--- src/rtl/keyed_reset_pkg.sv ---
package keyed_reset_pkg;

    typedef enum logic [0:0] {
        ST_IDLE  = 1'b0,
        ST_PULSE = 1'b1
    } pulse_state_t;

    localparam int CFG_W     = 32;
    localparam int POL_BIT   = 31;
    localparam int DRV_BIT   = 30;
    localparam int KEY_LSB   = 24;
    localparam int KEY_W     = 8;

    localparam logic [KEY_W-1:0] KEY_POL_HIGH  = 8'hA5;
    localparam logic [KEY_W-1:0] KEY_POL_LOW   = 8'h5A;
    localparam logic [KEY_W-1:0] KEY_DRV_PP    = 8'hA8;
    localparam logic [KEY_W-1:0] KEY_DRV_OD    = 8'h8A;

    localparam logic [7:0] WIDTH_RESET = 8'hFF;

endpackage

--- src/rtl/krp_cfg_reg.sv ---
module krp_cfg_reg
    import keyed_reset_pkg::*;
#(
    parameter bit NEWER_KEYS = 1'b1,
    parameter int FIELD_W    = 20
) (
    input  logic               clk,
    input  logic               rst_n,
    input  logic               wr_en,
    input  logic [CFG_W-1:0]   wr_data,
    output logic [CFG_W-1:0]   cfg_q,
    output logic               pol_high,
    output logic               push_pull,
    output logic [FIELD_W-1:0] width
);

    localparam int PAD_W = DRV_BIT - FIELD_W;

    logic               pol_q, drv_q;
    logic               pol_nxt, drv_nxt;
    logic [FIELD_W-1:0] width_q;
    logic [KEY_W-1:0]   key_byte;
    logic               unused_mid;

    assign key_byte   = wr_data[KEY_LSB +: KEY_W];
    assign unused_mid = ^wr_data[DRV_BIT-1:FIELD_W];

    generate
        if (NEWER_KEYS) begin : g_key_decode
            always_comb begin
                pol_nxt = pol_q;
                drv_nxt = drv_q;
                case (key_byte)
                    KEY_POL_HIGH: pol_nxt = 1'b1;
                    KEY_POL_LOW:  pol_nxt = 1'b0;
                    KEY_DRV_PP:   drv_nxt = 1'b1;
                    KEY_DRV_OD:   drv_nxt = 1'b0;
                    default:      ;
                endcase
            end
        end else begin : g_no_keys
            logic unused_key;
            assign unused_key = ^key_byte;
            assign pol_nxt    = 1'b0;
            assign drv_nxt    = 1'b0;
        end
    endgenerate

    always_ff @(posedge clk or negedge rst_n) begin
        if (!rst_n) begin
            pol_q   <= 1'b0;
            drv_q   <= 1'b0;
            width_q <= FIELD_W'(WIDTH_RESET);
        end else if (wr_en) begin
            pol_q   <= pol_nxt;
            drv_q   <= drv_nxt;
            width_q <= wr_data[FIELD_W-1:0];
        end
    end

    assign cfg_q     = {pol_q, drv_q, {PAD_W{1'b0}}, width_q};
    assign pol_high  = pol_q;
    assign push_pull = drv_q;
    assign width     = width_q;

endmodule

--- src/rtl/krp_pulse_fsm.sv ---
module krp_pulse_fsm
    import keyed_reset_pkg::*;
#(
    parameter int FIELD_W = 20
) (
    input  logic               clk,
    input  logic               rst_n,
    input  logic               fire,
    input  logic [FIELD_W-1:0] width,
    output logic               active
);

    pulse_state_t       state_q, state_d;
    logic [FIELD_W-1:0] cnt_q, cnt_d;

    // state register
    always_ff @(posedge clk or negedge rst_n) begin
        if (!rst_n) begin
            state_q <= ST_IDLE;
            cnt_q   <= '0;
        end else begin
            state_q <= state_d;
            cnt_q   <= cnt_d;
        end
    end

    // next-state: fire, count, done
    always_comb begin
        state_d = state_q;
        cnt_d   = cnt_q;
        unique case (state_q)
            ST_IDLE: begin
                if (fire) begin
                    state_d = ST_PULSE;
                    cnt_d   = width;
                end
            end
            ST_PULSE: begin
                if (cnt_q == '0) begin
                    state_d = ST_IDLE;
                end else begin
                    cnt_d = cnt_q - 1'b1;
                end
            end
        endcase
    end

    // outputs
    always_comb begin
        active = 1'b0;
        unique case (state_q)
            ST_IDLE:  active = 1'b0;
            ST_PULSE: active = 1'b1;
        endcase
    end

endmodule

--- src/rtl/krp_pad_drive.sv ---
module krp_pad_drive (
    input  logic active,
    input  logic pol_high,
    input  logic push_pull,
    output logic level,
    output logic oe
);

    always_comb begin
        if (push_pull) begin
            oe    = 1'b1;
            level = active ? pol_high : !pol_high;
        end else begin
            oe    = active;
            level = 1'b0;
        end
    end

endmodule

--- src/rtl/keyed_reset_pulse.sv ---
module keyed_reset_pulse
    import keyed_reset_pkg::*;
#(
    parameter bit NEWER_KEYS  = 1'b1,
    parameter int NEW_FIELD_W = 20,
    parameter int OLD_FIELD_W = 8
) (
    input  logic        clk,
    input  logic        rst_n,
    input  logic        cfg_we,
    input  logic [31:0] cfg_wdata,
    output logic [31:0] cfg_rdata,
    input  logic        wdt_fire,
    output logic        rst_level,
    output logic        rst_oe,
    output logic        pulse_busy
);

    localparam int FIELD_W = NEWER_KEYS ? NEW_FIELD_W : OLD_FIELD_W;

    logic               pol_high, push_pull;
    logic [FIELD_W-1:0] width;

    krp_cfg_reg #(
        .NEWER_KEYS (NEWER_KEYS),
        .FIELD_W    (FIELD_W)
    ) u_cfg (
        .clk       (clk),
        .rst_n     (rst_n),
        .wr_en     (cfg_we),
        .wr_data   (cfg_wdata),
        .cfg_q     (cfg_rdata),
        .pol_high  (pol_high),
        .push_pull (push_pull),
        .width     (width)
    );

    krp_pulse_fsm #(
        .FIELD_W (FIELD_W)
    ) u_fsm (
        .clk    (clk),
        .rst_n  (rst_n),
        .fire   (wdt_fire),
        .width  (width),
        .active (pulse_busy)
    );

    krp_pad_drive u_pad (
        .active    (pulse_busy),
        .pol_high  (pol_high),
        .push_pull (push_pull),
        .level     (rst_level),
        .oe        (rst_oe)
    );

endmodule

--- config.mk ---
export PLATFORM = sky130hd
export DESIGN_NAME = keyed_reset_pulse
export DESIGN_NICKNAME = d
export VERILOG_FILES = /design/src/rtl/keyed_reset_pkg.sv /design/src/rtl/krp_cfg_reg.sv /design/src/rtl/krp_pulse_fsm.sv /design/src/rtl/krp_pad_drive.sv /design/src/rtl/keyed_reset_pulse.sv
export SDC_FILE = /design/constraint.sdc
export NUM_CORES = 1
export LEC_CHECK = 0
export BUFFER_PORTS_ARGS = -buffer_cell sky130_fd_sc_hd__buf_2
export CAP_MARGIN = 20
export CORE_MARGIN = 1.5
export CORE_UTILIZATION = 50
export CTS_BUF_LIST = sky130_fd_sc_hd__clkbuf_4 sky130_fd_sc_hd__clkbuf_8
export DETAILED_ROUTE_END_ITERATION = 7
export PLACE_DENSITY_LB_ADDON = 0.05
export SYNTH_ARGS = -nofsm -noshare
export SYNTH_HDL_FRONTEND = slang
export SYNTH_SLANG_ARGS = --single-unit
--- constraint.sdc ---
create_clock -name clk -period 2.5 [get_ports clk]
set_input_delay 0.25 -clock clk [delete_from_list [all_inputs] [get_ports clk]]
set_output_delay 0.25 -clock clk [all_outputs]
set_load 0.005 [all_outputs]
==> results of run 1 <==
## flip-flops by register name, summed over array words and instances (netlist names)
signal and cells:
u_cfg.width 20, u_fsm.cnt_q 20, u_cfg.pol_high 1, u_cfg.push_pull 1, u_fsm.state_q 1
## cells by family (layout without fill, tap and decap cells)
group | after synthesis | count (layout) | share of synthesized area
fa+ha+maj | 2 | 2 | 0.01040
buf+inv | 29 | 81 | 0.06764
flops | 43 | 43 | 0.4516
other cells | 1 | 10 | 0.001559
compound gates | 57 | 57 | 0.1670
xor+xnor | 8 | 8 | 0.02914
mux | 21 | 21 | 0.09677
simple gates | 64 | 64 | 0.1759
## power by group
| part | leakage (nW) | internal, mW | total, mW | switching [mW] |
|---|---|---|---|---|
| registers | 0.488 | 0.845 | 1.03 | 0.181 |
| clock network | 0.0505 | 0.251 | 0.481 | 0.230 |
| logic | 0.712 | 0.253 | 0.442 | 0.189 |
## layout make-up
cell class	count	share of cell area
timing repair buffer	67	0.1288
sequential	43	0.3833
tap	54	0.02382
clock inverter	1	0.002647
inverter	6	0.007940
clock buffer	7	0.03397
multi-input combinational	162	0.4195
## layer usage
layer,GRT usage,routed length (µm),share of wire
met2,0.3323,2234,0.47
met4,0.06289,42,0.0088
met5,0,0,0
met3,0.04583,173,0.036
met1,0.2640,2318,0.49
## synthesized netlist by cell type (2+ instances only)
cell type,instances
a21oi_1,14
nor4_1,2
mux2_2,18
xnor2_1,7
o22ai_1,8
mux2i_1,3
nand4b_2,2
o21ai_0,7
nor2_1,8
or2_2,2
inv_1,5
nor3b_1,2
nand2_1,14
nand4b_1,2
o22a_1,2
a31oi_1,2
nor3_1,3
nor3_2,3
buf_4,12
clkbuf_1,6
dfrtp_1,35
a211oi_2,2
dfstp_2,8
nor2b_1,6
a211oi_1,10
buf_1,3
nand3_1,4
nor4bb_1,2
a2bb2oi_1,8
ha_1,2
## how the worst max path moves through the flow
stage	start	to	cells after the start
finish	u_fsm.cnt_q[0]$_DFFE_PN0P_	u_fsm.cnt_q[14]$_DFFE_PN0P_	7
global route	u_fsm.cnt_q[0]$_DFFE_PN0P_	u_fsm.cnt_q[14]$_DFFE_PN0P_	7
CTS	u_fsm.cnt_q[0]$_DFFE_PN0P_	u_fsm.cnt_q[14]$_DFFE_PN0P_	7
detailed placement	u_fsm.cnt_q[0]$_DFFE_PN0P_	u_fsm.cnt_q[14]$_DFFE_PN0P_	7
global placement	u_fsm.cnt_q[0]$_DFFE_PN0P_	u_fsm.cnt_q[14]$_DFFE_PN0P_	7
floorplan	u_fsm.cnt_q[0]$_DFFE_PN0P_	u_fsm.cnt_q[14]$_DFFE_PN0P_	7
## worst register-to-register path, stage by stage (launching register included)
cell and delay (ps):
dfrtp_1 410, inv_1 100, ha_1 210, or3b_2 520
nor3_2 270, nand4b_1 160, a21oi_1 170, a2bb2oi_1 170
==> flow_summary.toml, run 1 <==
[sta]
fin_skew_ps = 7.056
finalSetupViolations = 0
fmax_ghz = 0.4813
slew_viol_final = 0
finalHoldViolCount = 0
holdWs_ps = 167.6
min_period_ps = 2078
fin_ws_ps = 422.4
tns_ps = 0
rsz0062_at_grt = "false"
fin_crit_sh = 0.8311

[global_route]
grt_max_degree = 42
grt_pass1_wl_mm = 8.314
antenna_found_initial = 0
track_usage = 0.2012
grt_overflow_total = 0
grt_pass1_vias = 1843

[min_path]
hold_depth = 3
min_to = "u_cfg.width[9]$_DFFE_PN0P_"
hold_path_class = "in2reg"
holdCritStartpoint = "cfg_wdata[9]"

[synthesis]
ys_warn_count = 0
yosysSeqAreaShare = 0.4516
synth_cells = 225
yosysTopAreaCell = "dfrtp_1"
ys_async_sr_fraction = 1.000
synth_edf_count = 0
synthDistinctLibCells = 53
synth_ff_type = "dfrtp_1"
ys_top_cells_by_area = "dfrtp_1 36%, dfstp_2 8.7%, mux2_2 8.4%, buf_4 3.7%, a211oi_1 3.1%"
yosys_register_bits = 43
synth_area_mm2 = 0.002405
syn_area_per_cell_um2 = 10.69
synth_top_area_share = 0.3642

[clock_network]
clock_sinks = 43
cts.path.max_buffers = 2
clkLatencyLatePin_ps = 290
cts_tree = "done"
cts_resized = 0
htreeDepth = 2
cts_setup_buffers = 0
path_clk_slew_ps = 80
cts_hold_buf = 1
cts_buffers = 5
root_buffer = "clkbuf_8"

[final_layout]
syn2layout_area_growth_pct = 17.95
drive_above_1_share = 0.4091
layout.nets = 323
final_common_cell = "buf_2"
antennaDiodeCount = 0
layout_common_cells = "56 x buf_2, 34 x dfrtp_1, 18 x mux2_2"
final_util = 0.6045
fin_cells = 340
multi_input_area_mm2 = 0.001190
fillerInstances = 407
regArea_mm2 = 0.001087
fin_area_mm2 = 0.002836

[die]
num_rows = 25
die_w_um = 72.35
pin_count = 71
die_area_mm2 = 0.005235
start_util = 0.5125
core_mm2 = 0.004692
die_y_um = 72.35

[route]
drt_iter0_drc = 62
wl_per_cell_um = 14.03
drc_errors = 0
viasPerCell = 5.529
dr_total_vias = 1880
drt_pass1_iterations = 4
drt-total-wl_mm = 4.770
ant_nets = 0

[worst_setup_path]
critPathLaunchType = "flip-flop"
slowest_delay_ps = 520
crit_chain = "inv_1 -> ha_1 -> or3b_2 -> nor3_2 -> nand4b_1 -> a21oi_1 -> a2bb2oi_1"
r2r-start = "u_fsm.cnt_q[0]$_DFFE_PN0P_"
path_class = "reg2reg"
critPathSlowestCell = "or3b_2"
rrSetupSlack_ps = 420
critical_path_arrival_ps = 2300
crit_family = "simple AND/OR/NAND/NOR gates"
cp.required_ps = 2720
rr_endpoint = "u_fsm.cnt_q[14]$_DFFE_PN0P_"
crit_buf_inv = 1
cp-end-kind = "flip-flop"
reg2reg_depth = 7
cp_max_fo = 4

[power_and_ir_drop]
leakage_nw = 1.251
powerDensity_mw_per_mm2 = 686.9
finalPower_mw = 1.948
max-vdd-ir-drop_mv = 0.3573

[placement]
hpwlAfterDp_mm = 3.421
pre_cts_ws_ps = 461.2
port_buffers = 56
gp_congestion = 0.7456
dpl_cell_area_mm2 = 0.002723
place_inst = 331

[status]
status = "complete, no violations"

[run]
cap_violations = 0
Note: power is estimated with default switching activity, not from simulation.
==> run 2, diff against run 1 <==
- ABC_AREA: not set -> 1
- CORE_UTILIZATION: 50 -> 49
- clock period: 2.5 -> 1.7 ns (I/O delays scaled with it)
==> run 2 against run 1 <==
Effect of this change:
- sequential share of layout area shrank 2.7 points
- largest cell class unchanged
- maximum frequency grew 35%
- sequential cell count is the same
- worst setup slack lost 260 ps
- synthesized cell count grew 65%
- largest power group unchanged
- clock skew grew 1.2 ps
- critical path type unchanged
- critical path depth grew 2
- combinational power grew to 2.6 times the previous value
- clock-buffer cell count is the same
- critical endpoint is now u_fsm.cnt_q[10]$_DFFE_PN0P_
- utilization shrank 0.73 points
==> flow_summary.toml, run 2 <==
[min_path]
hold_path_class = "in2reg"

[die]
die_area_mm2 = 0.005749
die_w_um = 75.83
num_rows = 26
core_mm2 = 0.005107
pin_count = 71
start_util = 0.5088
die_y_um = 75.83

[synthesis]
synth_top_family_by_area = "simple AND/OR/NAND/NOR gates"
synth-compound-area-share = 0.05489
synth_ff_type = "dfrtp_1"
yosysTopAreaCell = "dfrtp_1"
ys_warn_count = 0
ys_top_cells_by_area = "dfrtp_1 34%, nand2_1 21%, dfstp_2 8.1%, nor2_1 6.5%, nand3_1 4.4%"
synthDistinctLibCells = 32
yosys.area_share.simple = 0.4039
yosysSeqAreaShare = 0.4179
yosys_register_bits = 43
synthTopCellsByCount = "147 x nand2_1, 45 x nor2_1, 35 x dfrtp_1"
synth_area_mm2 = 0.002599
synth_top_area_share = 0.3370
synthMuxAreaShare = 0
synth_edf_count = 0
ys_async_sr_fraction = 1.000
synth_adder_area_share = 0.009629
synthXorXnorAreaFrac = 0.006740
post-synth-top-count-cell = "nand2_1"
syn_area_per_cell_um2 = 6.986
synth_cells = 372

[worst_setup_path]
critical_path_arrival_ps = 1730
path_depth = 9
crit_buf_inv = 2
cp_common_cell = "nand2_1"
endpoint = "u_fsm.cnt_q[10]$_DFFE_PN0P_"
rr_endpoint = "u_fsm.cnt_q[10]$_DFFE_PN0P_"
cp_max_fo = 6
reg2reg_depth = 9
cp-end-kind = "flip-flop"
r2r-start = "u_fsm.cnt_q[0]$_DFFE_PN0P_"
critPathLaunchType = "flip-flop"
critPathSlowestCell = "dfrtp_1"
crit_chain = "inv_1 -> ha_1 -> nand2_1 -> inv_1 -> nand2_1 -> nor2_1 -> nor2_1 -> o21ai_1 -> nand2_1"
rrSetupSlack_ps = 160
slowest_delay_ps = 380
cp.required_ps = 1890
crit_family = "simple AND/OR/NAND/NOR gates"
path_class = "reg2reg"
crit_start = "u_fsm.cnt_q[0]$_DFFE_PN0P_"

[run]
cap_violations = 0

[sta]
min_period_ps = 1537
fin_crit_sh = 0.9043
relSlewSlack = 0.6367
slew_viol_final = 0
finalHoldViolCount = 0
fin_skew_ps = 8.241
finalSetupViolations = 0
tns_ps = 0
worst_slew_pin_slew_ps = 544.9
fmax_ghz = 0.6505

[clock_network]
path_clk_slew_ps = 80
cts_tree = "done"
cts_setup_buffers = 0
root_buffer = "clkbuf_8"
htreeDepth = 2
clkLatencyLatePin_ps = 300
cts.path.max_buffers = 2
cts_buffers = 5
clock_sinks = 43

[power_and_ir_drop]
finalPower_mw = 3.384
leakage_nw = 1.621
powerDensity_mw_per_mm2 = 1109
max-vdd-ir-drop_mv = 0.5624

[global_route]
grt_max_degree = 44
grt_pass1_wl_mm = 9.949
track_usage = 0.2296
antenna_found_initial = 0
grt_pass1_vias = 2280
grt_overflow_total = 0

[final_layout]
drive_above_1_share = 0.2391
layout.nets = 472
fin_area_mm2 = 0.003050
layout_common_cells = "147 x nand2_1, 56 x buf_2, 45 x nor2_1"
antennaDiodeCount = 0
final_util = 0.5973
fin_cells = 505
syn2layout_area_growth_pct = 17.38
final_common_cell = "nand2_1"

[route]
ant_nets = 0
dr_total_vias = 2474
viasPerCell = 4.899
drt_iter0_drc = 123
drc_errors = 0
wl_per_cell_um = 11.88
drt_pass1_iterations = 4
drt-total-wl_mm = 5.997

[placement]
place_inst = 496
dpl_cell_area_mm2 = 0.002939
port_buffers = 56
hpwlAfterDp_mm = 4.496
gp_congestion = 0.8712

[status]
status = "complete, no violations"
==> run 2: changes by cell type after synthesis, sizes merged, moves of 12 or more <==
cell    previous run  this run
nand2             14       149
nor2               9        53
inv                6        31
nand3              4        29
mux2              18         0
a211oi            12         0
a21oi             14         2
==> run 2: routing by layer <==
metal  track usage  up-vias  wire length (µm)
li1              -     1267                 -
met1        0.2889     1145              2852
met2        0.3807       51              2828
met3       0.04497       11               191
met4        0.1032        0               125
met5             0        -                 0
==> run 2: layout make-up <==
class                           instances  area (µm²)
Clock buffer                            7       83.83
Clock inverter                          1       7.507
Fill cell                             511        2057
Tap cell                               70       87.58
Timing Repair Buffer                   69       380.4
Multi-Input combinational cell        283        1281
Sequential cell                        43        1087
Inverter                               32       122.6
==> run 2: cells by family (layout without fill, tap and decap cells) <==
kind of cell | after synthesis | count (layout)
AND/OR/NAND/NOR | 243 | 243
buffers and inverters | 55 | 109
flip-flops | 43 | 43
AO/OA/AOI/OAI | 26 | 26
adder cells (fa/ha/maj) | 2 | 2
XOR/XNOR | 2 | 2
other | 1 | 10
==> run 2: worst min path at each step <==
stage	from	endpoint	slack (ps)	cells after the start
after detailed placement	rst_n	u_cfg.width[8]$_DFFE_PN0P_	290	2
final	cfg_wdata[1]	u_cfg.width[1]$_DFFE_PN1P_	50	3
after CTS	cfg_wdata[1]	u_cfg.width[1]$_DFFE_PN1P_	50	3
after global routing	cfg_wdata[1]	u_cfg.width[1]$_DFFE_PN1P_	70	3
after global placement	rst_n	u_cfg.width[14]$_DFFE_PN0P_	280	2
after floorplan	rst_n	u_cfg.pol_high$_DFFE_PN0P_	-130	0
==> run 2: worst min-delay path, stage by stage <==
cell	delay (ps)
buf_2	90
nand2_1	50
nand2_1	50
==> run 2: what timing repair did <==
item / in CTS / in global routing
hold endpoints to repair: 35 / 0
hold buffers: 1 / 0
setup endpoints to repair: 0 / 3
gates resized for setup: 0 / 2
==> run 2: stage by stage <==
stage | worst slack [ps] | hold WS (ps)
3_5_place_dp | 125.7 | 293.1
3_3_place_gp | 140.4 | 281.8
2_1_floorplan | 284.9 | -125.6
6_report | 162.8 | 54.95
4_1_cts | 81.22 | 52.04
5_1_grt | -1.794 | 66.46
==> run 2: power breakdown <==
group | switching [mW] | leakage (nW) | internal (mW)
Combinational | 0.676 | 1.08 | 0.463
Sequential | 0.290 | 0.500 | 1.27
Clock | 0.359 | 0.0453 | 0.323
Total | 1.32 | 1.62 | 2.06
